$ cat src/rtl/spi_engine.sv
module spi_engine #(
  parameter int FRAME = 8,
  parameter int DIV_W = 8
) (
  input  logic             clk,
  input  logic             rst_n,
  input  logic             cfg_master,
  input  logic             cfg_cpol,
  input  logic             cfg_cpha,
  input  logic             cfg_lsb_first,
  input  logic             cfg_auto_sel,
  input  logic [DIV_W-1:0] cfg_div,
  input  logic [FRAME-1:0] tx_data,
  input  logic             tx_load,
  input  logic             start,
  output logic             busy,
  output logic [FRAME-1:0] rx_data,
  output logic             rx_valid,
  output logic             sck_o,
  output logic             ss_n_o,
  output logic             mosi_o,
  input  logic             miso_i,
  input  logic             sck_i,
  input  logic             ss_n_i,
  input  logic             mosi_i,
  output logic             miso_o,
  output logic             miso_oe
);
  localparam int EDGES = 2 * FRAME;
  localparam int CW    = $clog2(EDGES + 1);

  typedef enum logic [1:0] {M_IDLE, M_RUN, M_TAIL} mst_t;

  mst_t             mst;
  logic [DIV_W-1:0] div_cnt;
  logic [CW-1:0]    edge_cnt;
  logic             sck_r, ss_r, rx_v;
  logic [FRAME-1:0] tx_buf, tx_sh, rx_sh, rx_q;
  logic [2:0]       sck_s;
  logic [1:0]       ss_s, mosi_s;

  wire [CW-1:0] nxt    = edge_cnt + CW'(1);
  wire          sel    = ~ss_s[1];
  wire          tick   = (div_cnt == cfg_div);
  wire          m_ev   = cfg_master && (mst == M_RUN) && tick;
  wire          s_ev   = !cfg_master && sel && (sck_s[1] != sck_s[2]);
  wire          ev     = m_ev || s_ev;
  wire          lead   = cfg_master ? (sck_r == cfg_cpol) : (sck_s[2] == cfg_cpol);
  wire          smp    = ev && (lead ^ cfg_cpha);
  wire          fin    = ev && (nxt == CW'(EDGES));
  wire          shf    = ev && !(lead ^ cfg_cpha) && (nxt != CW'(1)) && !fin;
  wire          last_s = smp && (nxt >= CW'(EDGES - 1));
  wire          in_bit = cfg_master ? miso_i : mosi_s[1];
  wire          out_bit = cfg_lsb_first ? tx_sh[0] : tx_sh[FRAME-1];
  wire [FRAME-1:0] rx_nx = cfg_lsb_first ? {in_bit, rx_sh[FRAME-1:1]}
                                         : {rx_sh[FRAME-2:0], in_bit};
  wire          m_go   = cfg_master && start && (mst == M_IDLE);
  wire          idle   = cfg_master ? (mst == M_IDLE) : !sel;

  always_ff @(posedge clk or negedge rst_n)
    if (!rst_n) begin
      sck_s  <= '0;
      ss_s   <= '1;
      mosi_s <= '0;
    end else begin
      sck_s  <= {sck_s[1:0], sck_i};
      ss_s   <= {ss_s[0], ss_n_i};
      mosi_s <= {mosi_s[0], mosi_i};
    end

  always_ff @(posedge clk or negedge rst_n)
    if (!rst_n) tx_buf <= '0;
    else if (tx_load) tx_buf <= tx_data;

  always_ff @(posedge clk or negedge rst_n)
    if (!rst_n) tx_sh <= '0;
    else if (idle || (!cfg_master && fin)) tx_sh <= tx_buf;
    else if (shf) tx_sh <= cfg_lsb_first ? (tx_sh >> 1) : (tx_sh << 1);

  always_ff @(posedge clk or negedge rst_n)
    if (!rst_n) begin
      rx_sh <= '0;
      rx_q  <= '0;
      rx_v  <= 1'b0;
    end else begin
      rx_v <= last_s;
      if (smp) rx_sh <= rx_nx;
      if (last_s) rx_q <= rx_nx;
    end

  always_ff @(posedge clk or negedge rst_n)
    if (!rst_n) edge_cnt <= '0;
    else if (fin || idle) edge_cnt <= '0;
    else if (ev) edge_cnt <= nxt;

  always_ff @(posedge clk or negedge rst_n)
    if (!rst_n) begin
      mst     <= M_IDLE;
      div_cnt <= '0;
      sck_r   <= 1'b0;
      ss_r    <= 1'b1;
    end else if (!cfg_master) begin
      mst     <= M_IDLE;
      div_cnt <= '0;
      sck_r   <= cfg_cpol;
      ss_r    <= 1'b1;
    end else begin
      case (mst)
        M_IDLE: begin
          sck_r   <= cfg_cpol;
          div_cnt <= '0;
          if (m_go) begin
            mst  <= M_RUN;
            ss_r <= !cfg_auto_sel;
          end
        end
        M_RUN: begin
          if (tick) begin
            div_cnt <= '0;
            sck_r   <= ~sck_r;
            if (nxt == CW'(EDGES)) mst <= M_TAIL;
          end else div_cnt <= div_cnt + DIV_W'(1);
        end
        M_TAIL: begin
          if (tick) begin
            div_cnt <= '0;
            mst     <= M_IDLE;
            ss_r    <= 1'b1;
          end else div_cnt <= div_cnt + DIV_W'(1);
        end
        default: mst <= M_IDLE;
      endcase
    end

  assign sck_o    = sck_r;
  assign ss_n_o   = ss_r;
  assign mosi_o   = cfg_master & out_bit;
  assign miso_oe  = !cfg_master && sel;
  assign miso_o   = miso_oe & out_bit;
  assign busy     = cfg_master ? (mst != M_IDLE) : sel;
  assign rx_data  = rx_q;
  assign rx_valid = rx_v;

  a_r4_sel_implies_busy: assert property (@(posedge clk) disable iff (!rst_n)
    (cfg_master && !ss_n_o) |-> busy);

  a_r8_valid_single_pulse: assert property (@(posedge clk) disable iff (!rst_n)
    rx_valid |=> !rx_valid);

  a_r3_select_leads_clock: assert property (@(posedge clk) disable iff (!rst_n)
    (cfg_master && $stable(cfg_master) && $fell(ss_n_o)) |-> (sck_o == cfg_cpol));

  a_r2_half_period_min: assert property (@(posedge clk) disable iff (!rst_n)
    (cfg_master && busy && cfg_div != '0 && $stable(cfg_div) && !$stable(sck_o))
      |=> $stable(sck_o));

  a_r1_idle_clock_level: assert property (@(posedge clk) disable iff (!rst_n)
    ($past(rst_n) && cfg_master && $past(cfg_master) && !busy && $past(!busy)
      && $stable(cfg_cpol)) |-> (sck_o == cfg_cpol));
endmodule

$ cat config.mk
export PLATFORM = sky130hd
export DESIGN_NAME = spi_engine
export DESIGN_NICKNAME = d
export VERILOG_FILES = /design/src/rtl/spi_engine.sv
export SDC_FILE = /design/constraint.sdc
export NUM_CORES = 1
export LEC_CHECK = 0
export CAP_MARGIN = 40
export CORE_ASPECT_RATIO = 0.7
export CORE_UTILIZATION = 58
export DETAILED_ROUTE_END_ITERATION = 8
export PLACE_DENSITY = 0.89
export SLEW_MARGIN = 30
export SYNTH_ARGS = -nofsm -noshare
export SYNTH_HDL_FRONTEND = slang
export SYNTH_SLANG_ARGS = --single-unit
$ cat constraint.sdc
create_clock -name clk -period 3.7 [get_ports clk]
set_input_delay 0.37 -clock clk [delete_from_list [all_inputs] [get_ports clk]]
set_output_delay 0.37 -clock clk [all_outputs]
set_load 0.01 [all_outputs]
==> flow_summary.ini, run 1 <==
[sta]
worst_slew_pin_slew_ps = 629
relSlewSlack_pct = 57.8
skew_ps = 6.72
period_needed_ps = 2740
setup_tns_ps = 0
timing.fmax_mhz = 365
drv_slew = 0
finalCritPeriodShare_pct = 74.1
hold_slack_ps = 353
rsz0062_at_grt = false
setup_viol = 0
hold_viol = 0

[finish]
nets = 346
syn_to_final_growth_pct = 25.1
diodes = 0
drive_gt1_share_pct = 20.6
final_util_pct = 77.4
final_area_mm2 = 0.00378

[synth]
async_reset_ff_share_pct = 100
syn_avg_cell_area_um2 = 11.6
synthAdderAreaFrac_pct = 2.90
synth_compound_area_share_pct = 10.1
synth_edf_count = 0
netlist_area_mm2 = 0.00302
synthSimpleGateAreaFrac_pct = 12.7
ys_top_cells_by_count = dfrtp_1, mux2_2, mux2i_1, nand2_1
ys_types = 50
synth-warning-count = 0
ys.flop_type = dfrtp_1
seq_area_frac_synth_pct = 47.3
synth_xor_area_share_pct = 4.93
syn_nets = 297
synth_top_area_share_pct = 44.7
synth.area.top_cells = dfrtp_1, mux2_2, mux2i_1
synth_seq_cells = 57
synth_top_family_by_area = multiplexers
synth.most_common_cell = dfrtp_1
synth_cells = 261
synth_top_cell_by_area = dfrtp_1
muxShareOfSynthArea_pct = 19.1

[worst_hold_path]
hold_path_depth = 0
hold_path.startpoint = mosi_s[0]
hold_class = flip-flop to flip-flop
min_to = mosi_s[1]

[routing]
drt-wirelength-per-cell_um = 17.1
first_iter_violations = 128
top_layer_used = met4
vias = 2191
vias_per_cell = 5.71
firstDrtPassIters = 5
drc = 0
wl_met3_um = 401
drt_wl_total_um = 6570
drt-met1-wl_um = 3060
ant_nets = 0
wl_met2_um = 3010

[job]
drv_cap = 0

[cts]
post-cts-setup-buffers = 0
numCtsBuffers = 9
ctsLongestPathBuffers = 2
root_buffer = clkbuf_8
cts_tree = built
clock-sinks = 57
postCtsHoldBufs = 0
cts_resized = 0
insertion_delay_ps = 350
htree_levels = 3
clkTransAtPathRegs_ps = 70

[worst_setup_path]
r2r_cells = 5
critPathArrivalTime_ps = 2370
crit_fanout = 7
slowest_delay_ps = 530
critPathLaunchType = flip-flop
r2r_slack_ps = 1220
r2r_end = rx_data[6]
worstSetupEndpointType = primary output
r2r-start = div_cnt[2]
critPathKind = flip-flop to primary output
critPathRequiredTime_ps = 3330
cp_common_cell = inv_1
path_cells = inv_1, ha_1, nand2_1, o21ai_1, inv_1, clkdlybuf4s50_1
critPathSlowestCell = clkdlybuf4s50_1

[pwr]
ir_drop_mv = 0.317
leakagePower_nw = 1.61
power_density_mw_per_mm2 = 508

[global_route]
grt_overflow_total = 0
grt_use_total_pct = 26.7
grt_pass1_vias = 2186
antenna_found_initial = 0
grt_max_degree = 35
grt_pass1_wl_um = 10800

[status]
outcome = finished, final reports clean

[place]
dpl_cell_area_mm2 = 0.00351
dp_hpwl_um = 4650
io_buffers = 43
gp_congestion = 0.839

[die]
initial_core_util_pct = 61.9
io_pins = 44
die-area_mm2 = 0.00551
die_x_um = 88.3
die_h_um = 62.4
coreArea_mm2 = 0.00489
rows = 21
[power by group]
group / switching (W) / total (W) / internal, W
registers: 0.0000778 / 0.000797 / 0.000719
clock network: 0.000260 / 0.000674 / 0.000413
logic: 0.000231 / 0.000449 / 0.000218
[how the worst max path moves through the flow]
stage                start    endpoint  slack, ps  depth (start not counted)
2_1_floorplan  edge_cnt[0]  rx_data[0]       1640                          7
3_3_place_gp    cfg_master    tx_sh[5]       1000                          6
3_5_place_dp    cfg_master    tx_sh[5]        880                          6
4_1_cts             mst[0]        busy        990                          6
5_1_grt             mst[0]        busy        790                          6
6_report            mst[0]        busy        960                          6
[metrics by stage]
| step | cells | worst slack, ps | total power [W] |
|---|---|---|---|
| 6_report | 384 | 957 | 0.00192 |
| 3_5_place_dp | 366 | 880 | 0.00124 |
| 5_1_grt | 384 | 792 | 0.00200 |
| 4_1_cts | 382 | 986 | 0.00192 |
| 2_1_floorplan | 261 | 1640 | 0.00108 |
| 3_3_place_gp | 366 | 1000 | 0.00122 |
[registers in the layout, summed over array words and instances, names as in the netlist]
register / cells
div_cnt: 8
rx_data: 8
rx_sh: 8
tx_buf: 8
tx_sh: 8
edge_cnt: 5
sck_s: 3
mosi_s: 2
mst: 2
ss_s: 2
rx_valid: 1
sck_o: 1
ss_n_o: 1
[layout by cell type, fill, tap and decap left out, types with 4 or more instances in the layout]
| cell | count |
|---|---|
| a21oi_1 | 9 |
| clkbuf_8 | 11 |
| clkdlybuf4s50_1 | 42 |
| dfrtp_1 | 54 |
| ha_1 | 7 |
| inv_1 | 12 |
| mux2_2 | 29 |
| mux2i_1 | 25 |
| nand2_1 | 14 |
| nand3_1 | 5 |
| nand3b_1 | 4 |
| nor2_1 | 12 |
| o21ai_0 | 6 |
| or2_2 | 4 |
| xnor2_1 | 8 |
| xor2_1 | 9 |
[cell type report]
cell class / instances / area (µm²)
clock inverter: 5 / 77.6
tap: 69 / 86.3
timing repair buffer: 48 / 485
sequential: 57 / 1430
fill: 321 / 1110
clock buffer: 11 / 151
multi-input combinational: 182 / 1510
inverter: 12 / 45.0
[kinds of logic after synthesis]
logic type               count (synthesis)
multiplexers                            54
adder cells (fa/ha/maj)                  7
flip-flops                              57
AND/OR/NAND/NOR                         64
AO/OA/AOI/OAI                           40
XOR/XNOR                                17
buffers and inverters                   22
[critical path, delay by kind of cell (launching register included)]
kind	cells	cell delay, ps
AO/OA/AOI/OAI	1	360
buffers and inverters	3	880
adder cells (fa/ha/maj)	1	260
AND/OR/NAND/NOR	1	100
flip-flops	1	440
[routing by layer]
layer | vias to the layer above | track usage [%]
li1 | 1031 | -
met1 | 1077 | 37.3
met2 | 72 | 38.6
met3 | 11 | 10.4
met4 | 0 | 7.86
met5 | - | 0
No activity file was read; power rests on OpenSTA's default activity.
==> run 2: changes to the inputs <==
- CORE_UTILIZATION: 58 -> 49
- PLACE_DENSITY: 0.89 -> 0.81
- clock period: 3.7 -> 2.24 ns (I/O delays scaled with it)
==> run 2 against run 1 <==
  * Core utilization is 10 points lower
  * Critical path depth is 3 higher
  * Combinational power is 80% higher
  * Final area is 3.4% higher
  * Register-to-register slack worse by 1100 ps
  * Worst setup slack worse by 870 ps
  * Sequential share of layout area is 1.2 points lower
  * Clock-buffer cell count stayed put
  * Non-clock buffer count is 18 higher
  * Clock skew is 2.5 ps higher
  * Power is 65% higher
  * Critical path type is now flip-flop to flip-flop
==> flow_summary.ini, run 2 (synthesis results as in run 1) <==
[status]
outcome = finished, final reports clean

[sta]
worst_slew_pin_slew_ps = 573
setup_tns_ps = 0
hold_viol = 0
drv_slew = 0
setup_viol = 0
period_needed_ps = 2150
finalCritPeriodShare_pct = 95.9
skew_ps = 9.21
timing.fmax_mhz = 465
rsz0062_at_grt = true
relSlewSlack_pct = 61.8

[worst_setup_path]
r2r_end = rx_data[1]
r2r-start = edge_cnt[0]
critPathKind = flip-flop to flip-flop
critPathBufInv = 3
crit_fanout = 9
critPathArrivalTime_ps = 2370
critPathRequiredTime_ps = 2460
worstSetupEndpointType = flip-flop
critPathLaunchType = flip-flop
r2r_slack_ps = 90
path_cells = inv_1, ha_1, a21boi_0, o2111a_1, o2bb2ai_1, buf_4, a211oi_4, buf_12, mux2_2
r2r_cells = 9
critPathSlowestCell = dfrtp_1
critPathTopFamily = compound AO/OA/AOI/OAI gates
slowest_delay_ps = 380

[routing]
first_iter_violations = 167
ant_nets = 0
vias = 2280
drt-wirelength-per-cell_um = 15.8
vias_per_cell = 5.59
firstDrtPassIters = 4
drt_wl_total_um = 6440
drc = 0

[global_route]
grt_use_total_pct = 22.1
met3_usage_pct = 8.11
grt_busiest_layer = met2
grt_overflow_total = 0
grt_max_degree = 26
use_met1_pct = 30.4
grt_pass1_vias = 2145
grt_pass1_wl_um = 10500
antenna_found_initial = 0
grt_use_met2_pct = 33.0

[place]
dp_hpwl_um = 4650
io_buffers = 43
gp_congestion = 0.870

[cts]
cts_tree = built
htree_levels = 3
numCtsBuffers = 9
ctsLongestPathBuffers = 2
clkTransAtPathRegs_ps = 60
insertion_delay_ps = 340
clock-sinks = 57
root_buffer = clkbuf_8

[die]
die_x_um = 95.9
die-area_mm2 = 0.00649
die_h_um = 67.7
initial_core_util_pct = 51.7
io_pins = 44
coreArea_mm2 = 0.00584
rows = 23

[worst_hold_path]
hold_path_depth = 1
min_to = ss_s[0]
hold_path.startpoint = ss_n_i
hold_class = input port to flip-flop

[pwr]
ir_drop_mv = 0.536
seqPwrFrac_pct = 41.3
clock_power_share_pct = 33.2
combPwrFrac_pct = 25.5
sw_frac_of_total_pct = 28.8
p_sw_w = 0.000911
power_density_mw_per_mm2 = 809
p_int_w = 0.00225
leakagePower_nw = 1.69

[finish]
nets = 364
syn_to_final_growth_pct = 29.3
final_util_pct = 66.9
mostFrequentLayoutCells = dfrtp_1, clkdlybuf4s50_1, mux2_2
diodes = 0
final_common_cell = dfrtp_1
drive_gt1_share_pct = 24.9

[job]
drv_cap = 0
-- run 2: area by class of cell --
class / instances / area, µm²
Inverter: 12 / 45.0
Tap cell: 75 / 93.8
Timing Repair Buffer: 66 / 613
Fill cell: 448 / 1930
Multi-Input combinational cell: 182 / 1510
Sequential cell: 57 / 1430
Clock buffer: 11 / 141
Clock inverter: 5 / 78.8
-- run 2: power by group through the flow --
| stage | Combinational (W) | Sequential [W] | Clock, W |
|---|---|---|---|
| floorplan | 0.000487 | 0.00129 | 0 |
| global placement | 0.000743 | 0.00132 | 0 |
| detailed placement | 0.000773 | 0.00132 | 0 |
| CTS | 0.000804 | 0.00130 | 0.00107 |
| global route | 0.000881 | 0.00133 | 0.00112 |
| finish | 0.000806 | 0.00131 | 0.00105 |
-- run 2: per-stage QoR --
stage	cells	hold WS [ps]	total power, W	worst slack [ps]	cell area [µm²]
floorplan	261	-71.6	0.00178	179	3020
global placement	388	244	0.00206	-58.5	3650
detailed placement	388	253	0.00210	-196	3650
CTS	406	275	0.00318	16.3	3890
global route	408	282	0.00332	-8.83	3910
finish	408	291	0.00316	90.9	3910
-- run 2: worst max path at each step --
| stage | to | slack (ps) | start | cells after the start |
|---|---|---|---|---|
| after global placement | rx_data[1] | -60 | cfg_div[3] | 7 |
| final | rx_data[1] | 90 | edge_cnt[0] | 9 |
| after CTS | tx_sh[7] | 20 | div_cnt[2] | 6 |
| after floorplan | rx_data[0] | 180 | edge_cnt[0] | 7 |
| after detailed placement | mst[0] | -200 | cfg_div[3] | 6 |
| after global routing | rx_data[6] | -9 | edge_cnt[1] | 9 |
-- run 2: routing by layer --
layer / wire length [µm] / vias to the layer above
met5: 0 / -
met4: 106 / 0
met3: 482 / 11
met2: 2840 / 95
met1: 3010 / 1104
li1: - / 1070
-- run 2: repair_timing --
item	4_1_cts	5_1_grt
gates resized for setup	0	1
hold buffers	1	0
endpoints found under the hold margin	23	0
setup endpoints to repair	2	12
buffers inserted	1	2
pin swaps	1	1
-- run 2: worst reg2reg max path: stages, from the launching register on --
cell	delay, ps
dfrtp_1	380
inv_1	120
ha_1	190
a21boi_0	180
o2111a_1	190
o2bb2ai_1	70
buf_4	150
a211oi_4	260
buf_12	160
mux2_2	330
